## src/rtl/pci_xlate_pkg.sv

```systemverilog
// Package: shared state type and field constants for the window translator.
// Assumes 64-bit registers and 64-byte register spacing.
package pci_xlate_pkg;
    localparam logic [63:0] WIN_FIELD = 64'h0000_0000_7FF0_0000; // bits 30:20
    localparam logic [1:0]  SZ_8B     = 2'd3;

    typedef enum logic [1:0] {
        SQ_IDLE = 2'd0,
        SQ_REQ  = 2'd1,
        SQ_WAIT = 2'd2
    } seq_state_e;
endpackage

```

## src/rtl/pci_xlate_regs.sv

```systemverilog
// Register file for all windows: decode, write, registered read-back and error pulse.
// Assumes one access per cycle; the index is the byte offset from DEV_BASE divided by 64.
module pci_xlate_regs #(
    parameter int          NUM_WIN  = 4,
    parameter int          ADDR_W   = 16,
    parameter logic [15:0] DEV_BASE = 16'h1000
) (
    input  logic                      clk,
    input  logic                      rst_n,
    input  logic                      reg_valid,
    input  logic                      reg_we,
    input  logic [1:0]                reg_size,
    input  logic [ADDR_W-1:0]         reg_addr,
    input  logic [63:0]               reg_wdata,
    output logic [63:0]               reg_rdata,
    output logic                      reg_rvalid,
    output logic                      reg_err,
    output logic [NUM_WIN-1:0][63:0]  base_q,
    output logic [NUM_WIN-1:0][63:0]  mask_q,
    output logic [NUM_WIN-1:0][63:0]  tba_q
);
    import pci_xlate_pkg::*;

    localparam int IDX_W     = ADDR_W - 6;
    localparam int IDX_MASK0 = NUM_WIN;
    localparam int IDX_TBA0  = 2 * NUM_WIN;
    localparam int IDX_CTRL  = 3 * NUM_WIN;
    localparam int IDX_INVAL = 3 * NUM_WIN + 1;

    logic [ADDR_W-1:0] offs;
    logic [IDX_W-1:0]  idx;
    logic              legal;
    logic [63:0]       rd_next;

    // Offset and index from the byte address; legality of size and index.
    always_comb begin
        offs  = reg_addr - ADDR_W'(DEV_BASE);
        idx   = offs[ADDR_W-1:6];
        legal = (reg_size == SZ_8B) && (reg_addr >= ADDR_W'(DEV_BASE))
                && (idx <= IDX_W'(IDX_INVAL));
    end

    // Read multiplexer; control, invalidate and illegal accesses read zero.
    always_comb begin
        rd_next = '0;
        for (int w = 0; w < NUM_WIN; w++) begin
            if (idx == IDX_W'(w))             rd_next = base_q[w];
            if (idx == IDX_W'(IDX_MASK0 + w)) rd_next = mask_q[w];
            if (idx == IDX_W'(IDX_TBA0 + w))  rd_next = tba_q[w];
        end
        if (!legal || idx == IDX_W'(IDX_CTRL)) rd_next = '0;
    end

    // Window register storage; only legal writes update it.
    always_ff @(posedge clk) begin
        if (!rst_n) begin
            base_q <= '0;
            mask_q <= '0;
            tba_q  <= '0;
        end else if (reg_valid && reg_we && legal) begin
            for (int w = 0; w < NUM_WIN; w++) begin
                if (idx == IDX_W'(w))             base_q[w] <= reg_wdata;
                if (idx == IDX_W'(IDX_MASK0 + w)) mask_q[w] <= reg_wdata;
                if (idx == IDX_W'(IDX_TBA0 + w))  tba_q[w]  <= reg_wdata;
            end
        end
    end

    // Registered read response and error pulse.
    always_ff @(posedge clk) begin
        if (!rst_n) begin
            reg_rdata  <= '0;
            reg_rvalid <= 1'b0;
            reg_err    <= 1'b0;
        end else begin
            reg_rvalid <= reg_valid && !reg_we;
            reg_err    <= reg_valid && !legal;
            if (reg_valid && !reg_we) reg_rdata <= rd_next;
        end
    end
endmodule

```

## src/rtl/pci_xlate_window.sv

```systemverilog
// One window: match test, direct-mode result and page-table entry address.
// Purely combinational; assumes the bus address is zero-extended to 64 bits.
module pci_xlate_window #(
    parameter int BUS_W = 32,
    parameter int DMA_W = 34
) (
    input  logic [63:0]      base,
    input  logic [63:0]      mask,
    input  logic [63:0]      tba,
    input  logic [BUS_W-1:0] bus,
    output logic             hit,
    output logic             sg,
    output logic [DMA_W-1:0] direct_dma,
    output logic [63:0]      pte_addr
);
    import pci_xlate_pkg::*;

    logic [63:0] bus64, size_f, cmp_m, pass_m, dir64;

    // Window compare, direct translation and entry address.
    always_comb begin
        bus64      = 64'(bus);
        size_f     = mask & WIN_FIELD;
        cmp_m      = ~mask & WIN_FIELD;
        hit        = base[0] && ((bus64 & cmp_m) == (base & cmp_m));
        sg         = base[1];
        pass_m     = size_f | 64'h0000_0000_000F_FFFF;
        dir64      = (tba & ~pass_m) | (bus64 & pass_m);
        direct_dma = dir64[DMA_W-1:0];
        pte_addr   = (tba & ~((size_f >> 10) | 64'h3FF))
                   | ((bus64 & (size_f | 64'h0000_0000_000F_E000)) >> 10);
    end
endmodule

```

## src/rtl/pci_xlate_seq.sv

```systemverilog
// Priority pick among windows and the translation sequencer with one page-table fetch.
// Assumes the memory response arrives only after the request was accepted.
module pci_xlate_seq #(
    parameter int NUM_WIN = 4,
    parameter int DMA_W   = 34
) (
    input  logic                            clk,
    input  logic                            rst_n,
    input  logic [NUM_WIN-1:0]              hit_vec,
    input  logic [NUM_WIN-1:0]              sg_vec,
    input  logic [NUM_WIN-1:0][DMA_W-1:0]   dir_vec,
    input  logic [NUM_WIN-1:0][63:0]        pte_vec,
    input  logic                            xl_req,
    input  logic [12:0]                     xl_low,
    output logic                            xl_ready,
    output logic                            xl_done,
    output logic                            xl_hit,
    output logic [DMA_W-1:0]                xl_dma,
    output logic                            mem_req_valid,
    input  logic                            mem_req_ready,
    output logic [63:0]                     mem_req_addr,
    input  logic                            mem_rsp_valid,
    input  logic [63:0]                     mem_rsp_data
);
    import pci_xlate_pkg::*;

    seq_state_e       state;
    logic             sel_found, sel_sg;
    logic [DMA_W-1:0] sel_dir;
    logic [63:0]      sel_pte, sg64;
    logic [12:0]      low_q;

    // Lowest-index enabled matching window wins.
    always_comb begin
        sel_found = 1'b0;
        sel_sg    = 1'b0;
        sel_dir   = '0;
        sel_pte   = '0;
        for (int w = NUM_WIN - 1; w >= 0; w--) begin
            if (hit_vec[w]) begin
                sel_found = 1'b1;
                sel_sg    = sg_vec[w];
                sel_dir   = dir_vec[w];
                sel_pte   = pte_vec[w];
            end
        end
    end

    // Scatter-gather result from the returned entry.
    always_comb begin
        sg64 = ((mem_rsp_data & ~64'h1) << 12) | 64'(low_q);
    end

    assign xl_ready      = (state == SQ_IDLE);
    assign mem_req_valid = (state == SQ_REQ);

    // Sequencer: accept, fetch the entry if needed, deliver the result.
    always_ff @(posedge clk) begin
        if (!rst_n) begin
            state        <= SQ_IDLE;
            xl_done      <= 1'b0;
            xl_hit       <= 1'b0;
            xl_dma       <= '0;
            mem_req_addr <= '0;
            low_q        <= '0;
        end else begin
            xl_done <= 1'b0;
            case (state)
                SQ_IDLE: if (xl_req) begin
                    if (sel_found && sel_sg) begin
                        state        <= SQ_REQ;
                        mem_req_addr <= sel_pte;
                        low_q        <= xl_low;
                    end else begin
                        xl_done <= 1'b1;
                        xl_hit  <= sel_found;
                        xl_dma  <= sel_found ? sel_dir : '0;
                    end
                end
                SQ_REQ: if (mem_req_ready) state <= SQ_WAIT;
                SQ_WAIT: if (mem_rsp_valid) begin
                    state   <= SQ_IDLE;
                    xl_done <= 1'b1;
                    xl_hit  <= 1'b1;
                    xl_dma  <= sg64[DMA_W-1:0];
                end
                default: state <= SQ_IDLE;
            endcase
        end
    end
endmodule

```

## src/rtl/pci_win_xlate.sv

```systemverilog
// Top: PCI bus address to DMA address translator with programmable windows.
// Assumes 64-bit register accesses and a single outstanding page-table read.
module pci_win_xlate #(
    parameter int          NUM_WIN  = 4,
    parameter int          ADDR_W   = 16,
    parameter logic [15:0] DEV_BASE = 16'h1000,
    parameter int          BUS_W    = 32,
    parameter int          DMA_W    = 34
) (
    input  logic               clk,
    input  logic               rst_n,
    input  logic               reg_valid,
    input  logic               reg_we,
    input  logic [1:0]         reg_size,
    input  logic [ADDR_W-1:0]  reg_addr,
    input  logic [63:0]        reg_wdata,
    output logic [63:0]        reg_rdata,
    output logic               reg_rvalid,
    output logic               reg_err,
    input  logic               xl_req,
    input  logic [BUS_W-1:0]   xl_addr,
    output logic               xl_ready,
    output logic               xl_done,
    output logic               xl_hit,
    output logic [DMA_W-1:0]   xl_dma,
    output logic               mem_req_valid,
    input  logic               mem_req_ready,
    output logic [63:0]        mem_req_addr,
    input  logic               mem_rsp_valid,
    input  logic [63:0]        mem_rsp_data
);
    logic [NUM_WIN-1:0][63:0]      base_q, mask_q, tba_q, pte_vec;
    logic [NUM_WIN-1:0]            hit_vec, sg_vec;
    logic [NUM_WIN-1:0][DMA_W-1:0] dir_vec;

    pci_xlate_regs #(.NUM_WIN(NUM_WIN), .ADDR_W(ADDR_W), .DEV_BASE(DEV_BASE)) u_regs (
        .clk(clk), .rst_n(rst_n), .reg_valid(reg_valid), .reg_we(reg_we),
        .reg_size(reg_size), .reg_addr(reg_addr), .reg_wdata(reg_wdata),
        .reg_rdata(reg_rdata), .reg_rvalid(reg_rvalid), .reg_err(reg_err),
        .base_q(base_q), .mask_q(mask_q), .tba_q(tba_q)
    );

    for (genvar w = 0; w < NUM_WIN; w++) begin : g_win
        pci_xlate_window #(.BUS_W(BUS_W), .DMA_W(DMA_W)) u_win (
            .base(base_q[w]), .mask(mask_q[w]), .tba(tba_q[w]), .bus(xl_addr),
            .hit(hit_vec[w]), .sg(sg_vec[w]), .direct_dma(dir_vec[w]),
            .pte_addr(pte_vec[w])
        );
    end

    pci_xlate_seq #(.NUM_WIN(NUM_WIN), .DMA_W(DMA_W)) u_seq (
        .clk(clk), .rst_n(rst_n), .hit_vec(hit_vec), .sg_vec(sg_vec),
        .dir_vec(dir_vec), .pte_vec(pte_vec), .xl_req(xl_req),
        .xl_low(xl_addr[12:0]), .xl_ready(xl_ready), .xl_done(xl_done),
        .xl_hit(xl_hit), .xl_dma(xl_dma), .mem_req_valid(mem_req_valid),
        .mem_req_ready(mem_req_ready), .mem_req_addr(mem_req_addr),
        .mem_rsp_valid(mem_rsp_valid), .mem_rsp_data(mem_rsp_data)
    );
endmodule

```

## config.mk

```make
export PLATFORM = sky130hd
export DESIGN_NAME = pci_win_xlate
export DESIGN_NICKNAME = d
export VERILOG_FILES = /design/src/rtl/pci_xlate_pkg.sv /design/src/rtl/pci_xlate_regs.sv /design/src/rtl/pci_xlate_window.sv /design/src/rtl/pci_xlate_seq.sv /design/src/rtl/pci_win_xlate.sv
export SDC_FILE = /design/constraint.sdc
export NUM_CORES = 2
export LEC_CHECK = 0
export ABC_AREA = 1
export BUFFER_PORTS_ARGS = -buffer_cell sky130_fd_sc_hd__buf_2
export CAP_MARGIN = 15
export CORE_ASPECT_RATIO = 0.75
export CORE_UTILIZATION = 60
export CTS_CLUSTER_SIZE = 14
export DETAILED_ROUTE_END_ITERATION = 6
export GPL_ROUTABILITY_DRIVEN = 1
export PLACE_DENSITY = 0.81
export SYNTH_ARGS = -nofsm -noshare
export SYNTH_HDL_FRONTEND = slang
export SYNTH_HIERARCHICAL = 1
export SYNTH_SLANG_ARGS = --single-unit
```

## constraint.sdc

```tcl
create_clock -name clk -period 5.1 [get_ports clk]
set_input_delay 0.51 -clock clk [delete_from_list [all_inputs] [get_ports clk]]
set_output_delay 0.51 -clock clk [all_outputs]
set_load 0.01 [all_outputs]
```

Word level (Yosys, flattened, before mapping). Cells that the tools add are included.

Add/sub/neg operators: 1. $lt $le $gt $ge: 2. Equality and inequality tests: 24. Muxes and demuxes: 47. Bitwise gates (word level): 45. Reduce and logical (&&, ||, !) cells: 32.

Operators with widths (number): $mux 64 (17); $and 32x31->32 (12); $mux 34 (8); $and 64x31->64 (4); $and 64x64->64 (4); $eq 64x64->1 (4); $not 21->64 (4); $or 64x22->64 (4); $and 34x34->34 (4); $not 31->34 (4); $or 34x34->34 (4); $not 31->31 (4); $pmux 34 s2 (1); $eq 10x4->1 const B (5); $eq 10x3->1 const B (4); $or 34x13->34 (1); $reduce_and 2->1 (12); $eq 10x2->1 const B (2); $ge 16x13->1 const B (1); $sub 16x13->16 const B (1); $mux 1 (14); $logic_and 1x1->1 (11); $eq 10x1->1 const B (1); $le 10x4->1 const B (1); other kinds (14) (24).

Register bits: 949. Input bits: 185. Output and inout bits: 168. Logic and storage cells: 172.

Depth between registers and ports, before layout.
Depth after elaboration: 15. Depth in mapped cells: 20. Gate-level depth less buffers: 16.

Hierarchy. The synthesis kept the hierarchy.

By module, submodules not included: pci_xlate_regs (instances 1, cells an instance 4686, area each 34310.4 µm², sequential area each 16696.0 µm²); pci_xlate_seq (instances 1, cells an instance 1673, area each 8817.2 µm², sequential area each 2302.2 µm²); pci_xlate_window (instances 4, cells an instance 204, area each 1072.3 µm², sequential area each 0.0 µm²).

Least setup slack after synthesis. Ideal clock, no wire load.

Path kind: input port to flip-flop. From: input port xl_addr[28]. To: register u_seq.mem_req_addr[24]. Setup time: 0.064 ns. Arrival time: 2.071 ns. Data required time: 5.036 ns. Slack: 2.965 ns. Stages on the path: 19. Buffers on the path: 3. Cell sequence: inv_1 -> nand2_1 -> nand3_1 -> nand2_1 -> nor2_1 -> nand2_1 -> nor2_1 -> nor2_1 -> nand2_1 -> nand2_1 -> nor2_1 -> and2_1 -> buf_6 -> nand2_4 -> buf_6 -> buf_6 -> nand2_1 -> inv_2 -> nor2_1.

Elaborated cells between the ends (all ways): 26. Classes of those cells: eq/ne (4); mux (12); bitwise (4); reduce/logical (6).

RTL lines: from (decl) (line pci_win_xlate.sv:21) `input logic [BUS_W-1:0] xl_addr,`; $and 32x31->32 * (line pci_xlate_window.sv:25) `hit = base[0] && ((bus64 & cmp_m) == (base & cmp_m));`; $eq 64x64->1 * (line pci_xlate_window.sv:25); $logic_and 1x1->1 * (line pci_xlate_window.sv:25); named net hit_vec[2] (line pci_win_xlate.sv:33) `logic [NUM_WIN-1:0] hit_vec, sg_vec;`; $mux 1 (3 in series) (line pci_xlate_seq.sv:40) `if (hit_vec[w]) begin`; $logic_and 1x1->1 (line pci_xlate_seq.sv:70) `if (sel_found && sel_sg) begin`; $reduce_and 3->1 (no source line); to (signal assigned) (line pci_xlate_seq.sv:72) `mem_req_addr <= sel_pte;`; to (decl) (line pci_xlate_seq.sv:21) `output logic [63:0] mem_req_addr,`.

Mark *: on every way through the listed nets, which the timed path passes. The rest lies on a longest branch. A chain may end at the register's enable or synchronous reset.

Worst setup path after layout.
From: register u_regs/base_q[28] (netlist bit). To: register u_seq.mem_req_addr[63].

Longest elaborated chain between the ends: 6. Elaborated cells between the ends (all ways): 8. Classes of those cells: eq/ne (1); mux (3); bitwise (1); reduce/logical (3).

RTL lines: from (decl) (line pci_xlate_regs.sv:18) `output logic [NUM_WIN-1:0][63:0] base_q,`; from (signal, indexed assignment) (line pci_xlate_regs.sv:62) `if (idx == IDX_W'(w)) base_q[w] <= reg_wdata;`; $and 64x31->64 * (line pci_xlate_window.sv:25); $eq 64x64->1 * (line pci_xlate_window.sv:25); $logic_and 1x1->1 * (line pci_xlate_window.sv:25); named net hit_vec[0] (line pci_win_xlate.sv:33); $mux 1 (line pci_xlate_seq.sv:40); $logic_and 1x1->1 (line pci_xlate_seq.sv:70); $reduce_and 3->1 (no source line).

Marked as above.

==> flow_metrics.tcl <==
set metrics [dict create \
    outcome "finished clean" \
    fin_setup_tns_ps 0 \
    timing.critical_path.to_type "register" \
    detailed_route_wire_length_um 154000 \
    wl_per_cell_um 19.5 \
    place.detailed.hpwl_um 87900 \
    worst_slew_margin_relative_to_its_limit 0.167 \
    cts.path.max_buffers 3 \
    yosys.cell_count.top_type "sky130_fd_sc_hd__nand2_1" \
    number_of_antenna_violations_at_the_first_check_in_global_routing 7 \
    floorplan_row_count 88 \
    synth_sequential_area_ratio 0.401 \
    gr-total-overflow 0 \
    finalMaxSlewViolations 0 \
    drt_pre_antenna_iters 6 \
    grt_start_max_net_pins 259 \
    route.detailed.vias_per_inst 5.81 \
    die_x_um 327 \
    clock_sinks 949 \
    fin_crit_sh 0.657 \
    port-buffer-count 302 \
    timing_hold_violations_final 0 \
    finalNetCount 6989 \
    ys_seq_elements 949 \
    pwr-share-clk 0.473 \
    area_of_the_die_um2 80200 \
    worst_setup_hold_path_clk_slew_ps 60 \
    grt_util_all_layers 0.370 \
    setup.worst_path.class "reg -> reg" \
    yosys.area_share.simple 0.237 \
    synth_ff_type "sky130_fd_sc_hd__dfxtp_1" \
    largest_family_of_logic_cells_by_synthesized_area "simple AND/OR/NAND/NOR gates" \
    max_cap_viol_count 0 \
    drt_iter0_markers 5788 \
    multi_input_area_um2 20900 \
    post_synth_instance_area_um2 47400 \
    fp.coreArea_um2 77500 \
    synthTopCellsByCount "1,824 x sky130_fd_sc_hd__nand2_1, 949 x sky130_fd_sc_hd__dfxtp_1, 836 x sky130_fd_sc_hd__a21oi_1, 762 x sky130_fd_sc_hd__inv_1, 589 x sky130_fd_sc_hd__o21ai_0" \
    path_max_fanout 57 \
    num_vias 46000 \
    ir_worst_vdd_v 0.000280 \
    htree_levels 3 \
    die_h_um 245 \
    min-delay-path-class "in -> reg" \
    worst-endpoint-arrival_ps 3950 \
    synth_fa_ha_area_frac 0 \
    clock_latency_ps 670 \
    period_minus_slack_ps 3350 \
    tightest_slew_ps 1250 \
    drt.antenna.violating_nets 0 \
    grt_setup_unrepaired "no" \
    synth.top_cell.area_share 0.401 \
    fillCellCount 6920 \
    share_comb_of_total_power 0.034 \
    p_seq_frac 0.493 \
    startpoint "u_regs/base_q[28]$_SDFFE_PN0P_" \
    synth_xor_xnor_area_share 0 \
    cts-resized-gates 0 \
    setup_viol 0 \
    effective_utilization_at_floorplan 0.612 \
    mux_cell_area_share_after_synthesis 0 \
    cts_tree "built" \
    share_of_the_synthesized_area_in_compound_gates_ao_oa_aoi_oai 0.198 \
    cellInternalPower_mw 11.7 \
    timing.critical_path.from_type "register" \
    syn_area_per_cell_um2 6.61 \
    max_clock_freq_mhz 299 \
    hp-start "reg_valid" \
    library_cells_used_by_synthesis 38 \
    synth_top_cell_by_area "sky130_fd_sc_hd__dfxtp_1" \
    cts_setup_buffers 0 \
    synth_edf_count 0 \
    netlist_top_cells_area "sky130_fd_sc_hd__dfxtp_1 40%, sky130_fd_sc_hd__nand2_1 14%, sky130_fd_sc_hd__a21oi_1 8.8%" \
    total_switching_power_mw 3.41 \
    cts-buffers-inserted 90 \
    globalplace.congestion 0.944 \
    worstPathRequired_ps 5700 \
    syn_inst 7175 \
    root_buffer "sky130_fd_sc_hd__clkbuf_16" \
    areaGrowthSynthToFinish_pct 4.44 \
    drive_gt1_frac 0.0876 \
    clock-skew-final_ps 20.6 \
    io-pin-count 353 \
    holdWs_ps 116 \
    cellLeakagePower_nw 22.1 \
    power.share.switching 0.226 \
    regArea_um2 19000 \
    grt_first_pass_wirelength_um 235000 \
    postSynth.asyncResetShare 0 \
    synth-warning-count 6 \
    drcViolationCount 0 \
    cts_hold_buf 0 \
    via_count_of_the_first_global_routing_pass 41600 \
    power.density_nw_per_um2 304 \
    r2r-start "u_regs/base_q[28]$_SDFFE_PN0P_" \
]
[layout by cell type (no fill, tap or decap), types with 42 or more instances in the layout]
cell and n:
sky130_fd_sc_hd__nand2_1 1822, sky130_fd_sc_hd__dfxtp_1 949, sky130_fd_sc_hd__a21oi_1 836, sky130_fd_sc_hd__inv_1 760
sky130_fd_sc_hd__o21ai_0 589, sky130_fd_sc_hd__nor2_1 456, sky130_fd_sc_hd__buf_2 301, sky130_fd_sc_hd__o21ai_1 288
sky130_fd_sc_hd__nand3_1 255, sky130_fd_sc_hd__nand4_1 118, sky130_fd_sc_hd__clkbuf_16 92, sky130_fd_sc_hd__buf_4 67
sky130_fd_sc_hd__o22ai_1 64, sky130_fd_sc_hd__nand3b_1 42
[stage by stage]
step,power [mW],instance area (um^2),setup WS [ps],util,cells
floorplan,7.97,47400,2960,-,7183
global placement,8.09,46400,1580,0.599,7746
detailed placement,8.10,46400,1490,0.599,7746
CTS,15.1,49500,1890,0.639,7907
global route,15.5,49500,1530,0.639,7909
finish,15.1,49500,1750,0.639,7912
[power by group through the flow]
stage	Combinational (mW)	Clock [mW]	Sequential, mW
final	0.517	7.13	7.43
after global routing	0.559	7.49	7.43
after CTS	0.503	7.16	7.43
after detailed placement	0.501	0	7.60
after global placement	0.497	0	7.60
after floorplan	0.366	0	7.60
[critical path: stages (launching register included)]
cell	delay, ps
sky130_fd_sc_hd__dfxtp_1	370
sky130_fd_sc_hd__inv_1	60
sky130_fd_sc_hd__nand2_1	60
sky130_fd_sc_hd__nand3_1	60
sky130_fd_sc_hd__nand2_1	150
sky130_fd_sc_hd__nor2_1	70
sky130_fd_sc_hd__nand2_1	150
sky130_fd_sc_hd__nor2_4	80
sky130_fd_sc_hd__clkinv_2	60
sky130_fd_sc_hd__buf_4	620
sky130_fd_sc_hd__buf_4	760
sky130_fd_sc_hd__o22ai_1	160
sky130_fd_sc_hd__inv_1	100
sky130_fd_sc_hd__nand2_1	230
sky130_fd_sc_hd__nand3_1	170
sky130_fd_sc_hd__nand2_1	70
sky130_fd_sc_hd__nor2_1	110
[metal layers]
layer	share of wire	global-route usage	wire length, um	vias to the layer above
li1	-	-	-	21900
met1	0.39	0.485	59300	20800
met2	0.43	0.565	65900	2760
met3	0.12	0.0791	18900	600
met4	0.064	0.212	9870	4
met5	0.00014	0	21	-
[flip-flops by register name, indices dropped and copies added (netlist names)]
register and cells:
u_regs/reg_rdata 64, u_seq/xl_done 1, u_seq/state 2, u_seq/xl_hit 1, u_seq/low_q 13, u_regs/reg_err 1
u_seq/mem_req_addr 64, u_regs/reg_rvalid 1, u_regs/mask_q 256, u_regs/base_q 256, u_regs/tba_q 256, u_seq/xl_dma 34
[cell type report]
class,count,area share
multi-input combinational,4591,0.421
sequential,949,0.384
inverter,789,0.0599
clock buffer,132,0.0544
timing repair buffer,383,0.0464
tap,1035,0.0262
clock inverter,29,0.00829
antenna,4,0.000202
[worst paths after layout]
path                                          to  slack (ps)  cells after the start
min                    u_regs/reg_err$_SDFF_PN0_         120                      3
min reg2reg            u_seq/xl_hit$_SDFFE_PN0P_         450                      2
max          u_seq/mem_req_addr[63]$_SDFFE_PN0P_        1750                     16
max reg2reg  u_seq/mem_req_addr[63]$_SDFFE_PN0P_        1750                     16
[cell families (layout without fill, tap and decap cells)]
group,after synthesis,in the layout
simple gates,2750,2750
compound gates,1829,1829
buf+inv,1643,1333
flops,949,949
other cells,4,16
Power figures use the tool's default switching activity.
